**config.mk**
```make
export PLATFORM = sky130hd
export DESIGN_NAME = irq_class_ctrl
export DESIGN_NICKNAME = d
export VERILOG_FILES = /design/src/rtl/irq_class_pkg.sv /design/src/rtl/irq_cfg_regs.sv /design/src/rtl/irq_steer.sv /design/src/rtl/irq_low_find.sv /design/src/rtl/irq_class_ctrl.sv
export SDC_FILE = /design/constraint.sdc
export NUM_CORES = 1
export LEC_CHECK = 0
export ABC_AREA = 1
export BUFFER_PORTS_ARGS = -buffer_cell sky130_fd_sc_hd__buf_2
export CAP_MARGIN = 20
export CORE_UTILIZATION = 34
export DETAILED_ROUTE_END_ITERATION = 16
export SLEW_MARGIN = 20
export SYNTH_ARGS = -nofsm -noshare
export SYNTH_HDL_FRONTEND = slang
export SYNTH_SLANG_ARGS = --single-unit
```
**constraint.sdc**
```tcl
create_clock -name clk_i -period 5.5 [get_ports clk_i]
set_input_delay 0.825 -clock clk_i [delete_from_list [all_inputs] [get_ports clk_i]]
set_output_delay 0.825 -clock clk_i [all_outputs]
set_load 0.1 [all_outputs]
```
**src/rtl/irq_class_pkg.sv**
```systemverilog
package irq_class_pkg;
  localparam int unsigned ADDR_W = 3;

  typedef enum logic [ADDR_W-1:0] {
    W_ENABLE = 3'd0,
    W_CLASS  = 3'd1,
    W_FORCE  = 3'd2,
    W_RAW    = 3'd3,
    W_NORM   = 3'd4,
    W_FAST   = 3'd5,
    W_NUMBER = 3'd6,
    W_NONE   = 3'd7
  } word_e;

  localparam int unsigned NUM_NV_BIT  = 7;
  localparam int unsigned NUM_FID_LSB = 8;
  localparam int unsigned NUM_FV_BIT  = 15;
endpackage

```
**src/rtl/irq_cfg_regs.sv**
```systemverilog
module irq_cfg_regs
  import irq_class_pkg::*;
#(
  parameter int unsigned N = 32
) (
  input  logic              clk_i,
  input  logic              rst_ni,
  input  logic              wr_i,
  input  logic [ADDR_W-1:0] addr_i,
  input  logic [N-1:0]      wdata_i,
  output logic [N-1:0]      en_o,
  output logic [N-1:0]      cls_o,
  output logic [N-1:0]      frc_o
);
  logic [N-1:0] en_q, cls_q, frc_q;

  always_ff @(posedge clk_i or negedge rst_ni) begin
    if (!rst_ni) begin
      en_q  <= '0;
      cls_q <= '0;
      frc_q <= '0;
    end else if (wr_i) begin
      unique case (word_e'(addr_i))
        W_ENABLE: en_q  <= wdata_i;
        W_CLASS:  cls_q <= wdata_i;
        W_FORCE:  frc_q <= wdata_i;
        default: ;
      endcase
    end
  end

  assign en_o  = en_q;
  assign cls_o = cls_q;
  assign frc_o = frc_q;
endmodule

```
**src/rtl/irq_steer.sv**
```systemverilog
module irq_steer #(
  parameter int unsigned N = 32
) (
  input  logic [N-1:0] raw_i,
  input  logic [N-1:0] en_i,
  input  logic [N-1:0] cls_i,
  output logic [N-1:0] norm_o,
  output logic [N-1:0] fast_o
);
  for (genvar s = 0; s < N; s++) begin : g_src
    logic live;
    assign live      = raw_i[s] & en_i[s];
    assign fast_o[s] = live & cls_i[s];
    assign norm_o[s] = live & ~cls_i[s];
  end
endmodule

```
**src/rtl/irq_low_find.sv**
```systemverilog
module irq_low_find #(
  parameter int unsigned N   = 32,
  localparam int unsigned IDW = (N > 1) ? $clog2(N) : 1
) (
  input  logic [N-1:0]   vec_i,
  output logic [IDW-1:0] idx_o,
  output logic           found_o
);
  always_comb begin
    idx_o   = '0;
    found_o = 1'b0;
    for (int i = N - 1; i >= 0; i--) begin
      if (vec_i[i]) begin
        idx_o   = IDW'(i);
        found_o = 1'b1;
      end
    end
  end
endmodule

```
**src/rtl/irq_class_ctrl.sv**
```systemverilog
module irq_class_ctrl
  import irq_class_pkg::*;
#(
  parameter int unsigned N   = 32,
  localparam int unsigned IDW = (N > 1) ? $clog2(N) : 1
) (
  input  logic              clk_i,
  input  logic              rst_ni,
  input  logic [N-1:0]      irq_src_i,
  input  logic              reg_wr_i,
  input  logic [ADDR_W-1:0] reg_addr_i,
  input  logic [N-1:0]      reg_wdata_i,
  output logic [N-1:0]      reg_rdata_o,
  output logic              irq_fast_o,
  output logic              irq_norm_o,
  output logic              act_valid_o,
  output logic [IDW-1:0]    act_id_o
);
  logic [N-1:0]   src_q, en_q, cls_q, frc_q, raw, norm_pend, fast_pend, num_word;
  logic [IDW-1:0] norm_id, fast_id;
  logic           norm_v, fast_v;

  always_ff @(posedge clk_i or negedge rst_ni) begin
    if (!rst_ni) src_q <= '0;
    else         src_q <= irq_src_i;
  end

  irq_cfg_regs #(.N(N)) u_regs (
    .clk_i, .rst_ni, .wr_i(reg_wr_i), .addr_i(reg_addr_i), .wdata_i(reg_wdata_i),
    .en_o(en_q), .cls_o(cls_q), .frc_o(frc_q)
  );

  assign raw = src_q | frc_q;

  irq_steer #(.N(N)) u_steer (
    .raw_i(raw), .en_i(en_q), .cls_i(cls_q), .norm_o(norm_pend), .fast_o(fast_pend)
  );

  irq_low_find #(.N(N)) u_find_norm (.vec_i(norm_pend), .idx_o(norm_id), .found_o(norm_v));
  irq_low_find #(.N(N)) u_find_fast (.vec_i(fast_pend), .idx_o(fast_id), .found_o(fast_v));

  assign irq_fast_o  = fast_v;
  assign irq_norm_o  = norm_v & ~fast_v;
  assign act_valid_o = fast_v | norm_v;
  assign act_id_o    = fast_v ? fast_id : norm_id;

  always_comb begin
    num_word                   = '0;
    num_word[IDW-1:0]          = norm_id;
    num_word[NUM_NV_BIT]       = norm_v;
    num_word[NUM_FID_LSB+:IDW] = fast_id;
    num_word[NUM_FV_BIT]       = fast_v;
  end

  always_comb begin
    unique case (word_e'(reg_addr_i))
      W_ENABLE: reg_rdata_o = en_q;
      W_CLASS:  reg_rdata_o = cls_q;
      W_FORCE:  reg_rdata_o = frc_q;
      W_RAW:    reg_rdata_o = raw;
      W_NORM:   reg_rdata_o = norm_pend;
      W_FAST:   reg_rdata_o = fast_pend;
      W_NUMBER: reg_rdata_o = num_word;
      default:  reg_rdata_o = '0;
    endcase
  end
endmodule

```
# Word-level counts from Yosys, hierarchy flattened
# Cells that the tools add are included.
# word_totals
wordCells	276
ram_bits	0
latchBits	0
in_bits	70
out_inout_bits	40
n_memories	0
rom_bits	0
regBits	128
# op_classes
n_bitwise	132
reduce_logical	4
mul	0
eq_ne	6
n_addsub	0
mux	130
div	0
shift	0
order_cmp	0
# op_table
operator	n
$mux 5	65
$pmux 32 s7	1
$and 1x1->1	97
$mux 1	64
$not 1->1	33
$or 32x32->32	1
$eq 3x3->1 const B	3
$eq 3x2->1 const B	2
$reduce_and 2->1	3
$eq 3x1->1 const B	1
$logic_not 3->1	1
$or 1x1->1	1

# Longest topological paths before layout
# Gate-level depths: netlist of run 1.
# depth
depth_word	37
mapped_depth	35
ltp_nobuf	35

# Modules after synthesis
# A second synthesis of run 1 with hierarchy kept.
# hier_totals
cells_unflattened	1308
hier_area_um2	8600.7
# by_module_without_submodules
module	cells_per_inst	area_per_inst_um2	n_inst	seq_area_each_um2
irq_cfg_regs	422	3893.7	1	2402.3
irq_class_ctrl	544	3340.7	1	800.8
irq_low_find	107	442.9	2	0.0
irq_steer	128	480.5	1	0.0

# Worst setup path before layout of run 1
# No wires, ideal clock.
# synth_path
path_kind	reg2out
from	reg u_regs.frc_q[23] (netlist: u_regs.frc_o[23])
to	out act_id_o[2]
arrival_time_ns	4.276
path_buffers	0
required_time_ns	4.675
path_slack_ns	0.399
stages_incl_launch_ff	9
path_cell_list	dfrtp_1 -> or2_2 -> nand3_1 -> nand2_1 -> nor3_1 -> nand2_1 -> nor2_1 -> nand2_1 -> o21ai_0
# synth_via
elab_chain_len	28
elab_cells_between_ends	77
cone_classes	mux (73); bitwise (4)
# synth_lines
item	line_no	rtl
from (decl)	irq_cfg_regs.sv:15	logic [N-1:0] en_q, cls_q, frc_q;
from (signal assigned)	irq_cfg_regs.sv:26	W_FORCE: frc_q <= wdata_i;
$or 32x32->32	irq_class_ctrl.sv:33	assign raw = src_q | frc_q;
$and 1x1->1	irq_steer.sv:12	assign live = raw_i[s] & en_i[s];
$and 1x1->1	irq_steer.sv:13	assign fast_o[s] = live & cls_i[s];
$mux 1 (24 in a row)	irq_low_find.sv:13	if (vec_i[i]) begin
named net irq_fast_o	irq_class_ctrl.sv:14	output logic irq_fast_o,
$mux 5	irq_class_ctrl.sv:45	assign act_id_o = fast_v ? fast_id : norm_id;
to (decl)	irq_class_ctrl.sv:17	output logic [IDW-1:0] act_id_o
# The timed path passes the listed nets, and every way through them passes these cells.

# Worst setup path in the final report of run 1
# layout_path
from	reg u_regs.frc_q[31] (netlist: u_regs.frc_o[31])
to	out reg_rdata_o[8]
# layout_via
elab_chain_len	36
# layout_lines
item	line_no	rtl
$or 32x32->32	irq_class_ctrl.sv:33	
$and 1x1->1	irq_steer.sv:12	
$and 1x1->1	irq_steer.sv:13	
$mux 5 (32 in a row)	irq_low_find.sv:13	
$pmux 32 s7	irq_class_ctrl.sv:56	unique case (word_e'(reg_addr_i))
to (decl)	irq_class_ctrl.sv:13	output logic [N-1:0] reg_rdata_o,
# No other way between the ends.

==> results.json, run 1 <==
{
  "p_per_area_nw_per_um2": 443,
  "antenna_found_initial": 2,
  "r2r-start": "u_regs.cls_o[31]",
  "gp_congestion": 0.872,
  "grt_pass1_wl_um": 33700,
  "die_h_um": 143,
  "setup_tns_ns": 0,
  "cts_tree": "built",
  "grt_max_degree": 86,
  "clock-sinks": 128,
  "core-area_um2": 19500,
  "synth_top_area_cell": "dfrtp_1",
  "hp-class": "in2async",
  "synth.yosys.warnings": 0,
  "dieArea_um2": 20500,
  "synthCells": 893,
  "top_usage_layer": "met2",
  "synth_edf_count": 0,
  "rsz0062_at_grt": "no",
  "synthTopCellsByArea": "dfrtp_1 47%, nand2_1 14%, o21ai_0 8.6%",
  "cp_max_fo": 3,
  "gr-total-overflow": 0,
  "die_w_um": 143,
  "synth_seq_cells": 128,
  "hpwl_um": 14800,
  "dp_slack_ns": 1.47,
  "timing.final.ws_setup_ns": 1.20,
  "p_total_mw": 3.64,
  "fillers": 2067,
  "rr_worst_depth": 2,
  "first_pass_iters": 5,
  "path_buf_inv": 1,
  "final.setup_skew_ns": 0,
  "vias_per_cell": 5.05,
  "grt_pass1_vias": 6207,
  "slew_violations": 0,
  "drive_gt1_frac": 0.175,
  "layout_common_cells": "258 x nand2_1, 128 x dfrtp_1, 117 x o21ai_0",
  "drc_errors": 0,
  "io-pin-count": 110,
  "postCtsSetupBuffers": 0,
  "initial_utilization": 0.348,
  "finalSetupViolations": 0,
  "worstSetupEndpointType": "output pin",
  "cts_made_buffers": 17,
  "critPathKind": "reg2out",
  "wire_per_inst_um": 16.6,
  "syn_to_final_growth_pct": 21.1,
  "power_leakage_nw": 4.17,
  "hold_violations": 0,
  "clk_pin_slew_ns": 0.06,
  "r2r_slack_ns": 4.74,
  "avgSynthCellArea_um2": 7.60,
  "cts_max_path_buffers": 2,
  "multi_input_area_um2": 3080,
  "slowest_stage": "buf_2",
  "path_delay_family": "simple AND/OR/NAND/NOR gates",
  "async_flop_share": 1.00,
  "io_buffer_count": 109,
  "ctsResizeCount": 0,
  "clk_latency_ns": 0.41,
  "yosysUniqueCellTypes": 34,
  "worstMarginPinSlew_ns": 1.05,
  "grt.met1_usage": 0.295,
  "num_vias": 6453,
  "holdBufCountCts": 0,
  "seq_area_um2": 3200,
  "use_met3": 0.0453,
  "dp_cells": 1247,
  "ant_nets": 0,
  "max_freq_mhz": 233,
  "outcome": "finished, final reports clean",
  "cts_root_buffer": "clkbuf_16",
  "drt-total-wl_um": 21200,
  "maxSlewHeadroom": 0.299,
  "fin_crit_ns": 4.30,
  "synth.yosys.seq_area_share": 0.472,
  "syn_nets": 963,
  "worst_path_most_repeated_cell": "nand2_1",
  "grt_use_met2": 0.356,
  "drtIter0Drc": 429,
  "critPathMaxStageDelay_ns": 0.43,
  "ir_worst_vdd_v": 0.000217,
  "cp.depth": 31,
  "yosys.area.top_type_share": 0.472,
  "arrival_ns": 3.47,
  "synth_area_um2": 6790,
  "required_ns": 4.68,
  "track_usage": 0.220,
  "max_cap_violations": 0,
  "startpoint_type": "flip-flop",
  "final_cells": 1278,
  "h-tree-depth": 4,
  "finalCritPeriodShare": 0.781,
  "r2r_end": "u_regs.cls_o[31]",
  "fin_nets": 1071,
  "synth_top_flop_cell": "dfrtp_1",
  "rows": 51,
  "final_common_cell": "nand2_1"
}
[area by class of cell]
class | count | share of cell area
timing repair buffer | 123 | 0.0799
multi-input combinational | 627 | 0.375
inverter | 104 | 0.0475
clock buffer | 23 | 0.0569
antenna | 2 | 0.000609
tap | 265 | 0.0403
sequential | 128 | 0.390
clock inverter | 6 | 0.0104
[how the worst max path moves through the flow]
stage | from | to
2_1_floorplan | u_regs.frc_o[23] | act_id_o[2]
3_3_place_gp | reg_addr_i[0] | reg_rdata_o[10]
3_5_place_dp | reg_addr_i[0] | reg_rdata_o[3]
4_1_cts | u_regs.frc_o[31] | reg_rdata_o[8]
5_1_grt | u_regs.cls_o[31] | act_id_o[0]
6_report | u_regs.frc_o[31] | reg_rdata_o[8]
[routing by layer]
layer	share of wire	vias up	wire [um]
li1	-	3206	-
met1	0.46	3011	9760
met2	0.46	213	9750
met3	0.066	23	1400
met4	0.014	0	287
met5	0	-	0
[kinds of logic (layout without fill, tap and decap cells)]
kind of cell,after synthesis,after routing,synth area share
other,0,2,0
buffers and inverters,138,256,0.0763
DFF,128,128,0.472
AOI/OAI and AO/OA,233,233,0.211
and+or+nand+nor,394,394,0.241
[synthesized netlist by cell type (11+ instances only)]
master	count
o211ai_1	11
nand2_1	261
a221oi_1	22
o22ai_1	30
nor2_1	67
o21ai_0	117
inv_1	100
or2_2	13
nand3_1	38
clkbuf_1	34
a21oi_1	12
dfrtp_1	128
[per-stage QoR]
stage	hold WS, ns	area (um2)	utilization
2_1_floorplan	0.453	6790	-
5_1_grt	0.492	8210	0.421
3_3_place_gp	0.468	7660	0.392
6_report	0.449	8220	0.421
3_5_place_dp	0.473	7660	0.392
4_1_cts	0.487	8210	0.421
[registers in the layout, indices dropped and copies added (netlist names)]
signal and count:
u_regs.frc_o 32, u_regs.en_o 32, src_q 32, u_regs.cls_o 32
[report_power, final]
part           switching, mW  total [mW]  internal, mW  leakage (nW)
combinational           1.03        1.34         0.312          2.32
clock                  0.407        1.09         0.681         0.265
sequential             0.121        1.21          1.09          1.58
total                   1.56        3.64          2.08          4.17
Note: power is estimated with default switching activity, not from simulation.
==> inputs of run 2 (changes only) <==
- ABC_AREA: 1 -> 0
- clock period: 5.5 -> 3.5 ns (I/O delays scaled with it)
==> run 2 against run 1 <==
Synthesized area up 8.3%. Total power rose by 79%. Non-clock buffer count grew 4. Via count decreased by 2.8%. Cell count is 13% lower. Critical path depth is 24 lower. Cell area up 11%. Combinational power is 100% higher. Core utilization up 1.0 points. Clock skew stayed put. Die area rose by 8.2%. Largest cell class is now multi-input combinational cells. Highest routed layer unchanged.
==> results.json, run 2 <==
{
  "outcome": "finished, final reports clean",
  "synth_top_flop_cell": "dfrtp_1",
  "synth_seq_cells": 128,
  "yosysUniqueCellTypes": 63,
  "synth_top_area_cell": "dfrtp_1",
  "first_pass_iters": 5,
  "grt_pass1_vias": 6152,
  "gr-total-overflow": 0,
  "fin_nets": 893,
  "dp_slack_ns": 0.552,
  "drive_gt1_frac": 0.344,
  "synth_area_um2": 7350,
  "drc_errors": 0,
  "vias_per_cell": 5.65,
  "io_buffer_count": 109,
  "clk_pin_slew_ns": 0.06,
  "combPwrFrac": 0.411,
  "ant_nets": 0,
  "cts_max_path_buffers": 2,
  "initial_utilization": 0.349,
  "ir_worst_vdd_v": 0.000388,
  "clk_latency_ns": 0.42,
  "num_antenna_cells": 0,
  "slew_violations": 0,
  "hpwl_um": 15900,
  "postCtsSetupBuffers": 0,
  "finalCritPeriodShare": 0.974,
  "grt_max_degree": 79,
  "core-area_um2": 21100,
  "cts_root_buffer": "clkbuf_16",
  "async_flop_share": 1.00,
  "wire_per_inst_um": 19.8,
  "ctsResizeCount": 0,
  "dp_cells": 1079,
  "slowest_stage": "nor4_1",
  "antenna_found_initial": 0,
  "synthCells": 719,
  "drtIter0Drc": 451,
  "arrival_ns": 2.88,
  "final_cells": 1110,
  "cp_max_fo": 4,
  "grt_pass1_wl_um": 34400,
  "synth.yosys.seq_area_share": 0.436,
  "syn_nets": 789,
  "power_leakage_nw": 3.88,
  "gp_congestion": 0.885,
  "drt-total-wl_um": 22000,
  "layout_common_cells": "128 x dfrtp_1, 92 x mux2_2, 89 x buf_2",
  "h-tree-depth": 4,
  "synthTopCellsByArea": "dfrtp_1 44%, mux2_2 14%, a21oi_1 3.7%",
  "max_cap_violations": 0,
  "ys_top_cells_by_count": "128 x dfrtp_1, 92 x mux2_2, 55 x a21oi_1, 49 x nand2_1, 40 x o21ai_0",
  "final.setup_skew_ns": 0,
  "rows": 53,
  "maxSlewHeadroom": 0.511,
  "internal-power_mw": 3.74,
  "power_frac_seq": 0.320,
  "synth_most_common_cell": "dfrtp_1",
  "die_w_um": 149,
  "timing.final.ws_setup_ns": 0.0914,
  "fin_crit_ns": 3.41,
  "required_ns": 2.97,
  "p_per_area_nw_per_um2": 719,
  "io-pin-count": 110,
  "clock-sinks": 128,
  "cts_tree": "built",
  "die_h_um": 149,
  "worstMarginPinSlew_ns": 0.733,
  "synth_edf_count": 0,
  "avgSynthCellArea_um2": 10.2,
  "finalSetupViolations": 0,
  "track_usage": 0.207,
  "fillers": 2057,
  "hold_violations": 0,
  "cts_made_buffers": 17,
  "rsz0062_at_grt": "no",
  "critPathMaxStageDelay_ns": 0.54,
  "post-route-util": 0.431,
  "pwr-share-clk": 0.269,
  "synth.yosys.warnings": 0,
  "final_common_cell": "dfrtp_1",
  "hp-class": "in2async",
  "critPathKind": "reg2out",
  "holdBufCountCts": 0,
  "setup_tns_ns": 0,
  "yosys.area.top_type_share": 0.436,
  "num_vias": 6273,
  "switching_share": 0.428,
  "syn_to_final_growth_pct": 23.6,
  "startpoint_type": "flip-flop",
  "dieArea_um2": 22200,
  "worstSetupEndpointType": "output pin",
  "p_switching_mw": 2.79,
  "max_freq_mhz": 293,
  "path_cells": "o21ai_1 > o22ai_1 > nor4_1 > nand3_1 > or2_1 > a221o_1 > buf_12"
}
[run 2: logic make-up after synthesis]
| kind of cell | share of synthesized area |
|---|---|
| muxes | 0.184 |
| xor gates and xnor gates | 0.0310 |
| and+or+nand+nor | 0.0834 |
| AOI/OAI and AO/OA | 0.232 |
| DFF | 0.436 |
| buffers and inverters | 0.0340 |
[run 2: critical path: cells and delay by family (launching register included)]
family                 cells  cell delay, ns
and+or+nand+nor            3            1.05
DFF                        1            0.42
AOI/OAI and AO/OA          3            0.80
buffers and inverters      1            0.18
[run 2: final cells by class]
type                    instances  area, um2  share of cell area
well taps                     275        344              0.0379
flip-flops and latches        128       3200               0.353
clock buffers                  19        443              0.0487
inverters                      11       41.3             0.00454
clock inverters                12        138              0.0151
multi-input cells             538       4000               0.440
repair buffers                127        922               0.101
[run 2: through the flow]
stage               cell area, um2  hold WS (ns)  power [mW]
floorplan                     7420         0.229        4.05
global placement              8480         0.518        4.72
detailed placement            8480         0.529        4.75
CTS                           9060         0.156        6.53
global route                  9090         0.178        6.86
finish                        9090         0.125        6.53
[run 2: path summary, 6_finish.rpt]
path | depth (start not counted) | slack, ns | to | start
setup / recovery | 7 | 0.09 | reg_rdata_o[7] | src_q[28]
hold / removal | 1 | 0.13 | src_q[17] | rst_ni
setup reg to reg | 1 | 2.60 | u_regs.cls_o[13] | u_regs.cls_o[13]
hold reg to reg | 1 | 0.54 | u_regs.en_o[16] | u_regs.en_o[16]
max in group asynchronous | 2 | 2.62 | u_regs.en_o[31] | rst_ni
min in group clk_i | 1 | 0.20 | src_q[16] | irq_src_i[16]
[run 2: power groups by stage]
stage	Clock, mW	Sequential [mW]	Combinational [mW]
after floorplan	0	1.99	2.06
after global placement	0	2.09	2.63
after detailed placement	0	2.11	2.64
after CTS	1.79	2.08	2.66
after global routing	1.86	2.14	2.86
final	1.76	2.09	2.68
[run 2: per-layer routing]
| layer | GRT usage | share of wire | up-vias |
|---|---|---|---|
| li1 | - | - | 2914 |
| met4 | 0.0852 | 0.026 | 0 |
| met1 | 0.284 | 0.46 | 3101 |
| met5 | 0 | 0 | - |
| met2 | 0.317 | 0.46 | 217 |
| met3 | 0.0434 | 0.055 | 41 |
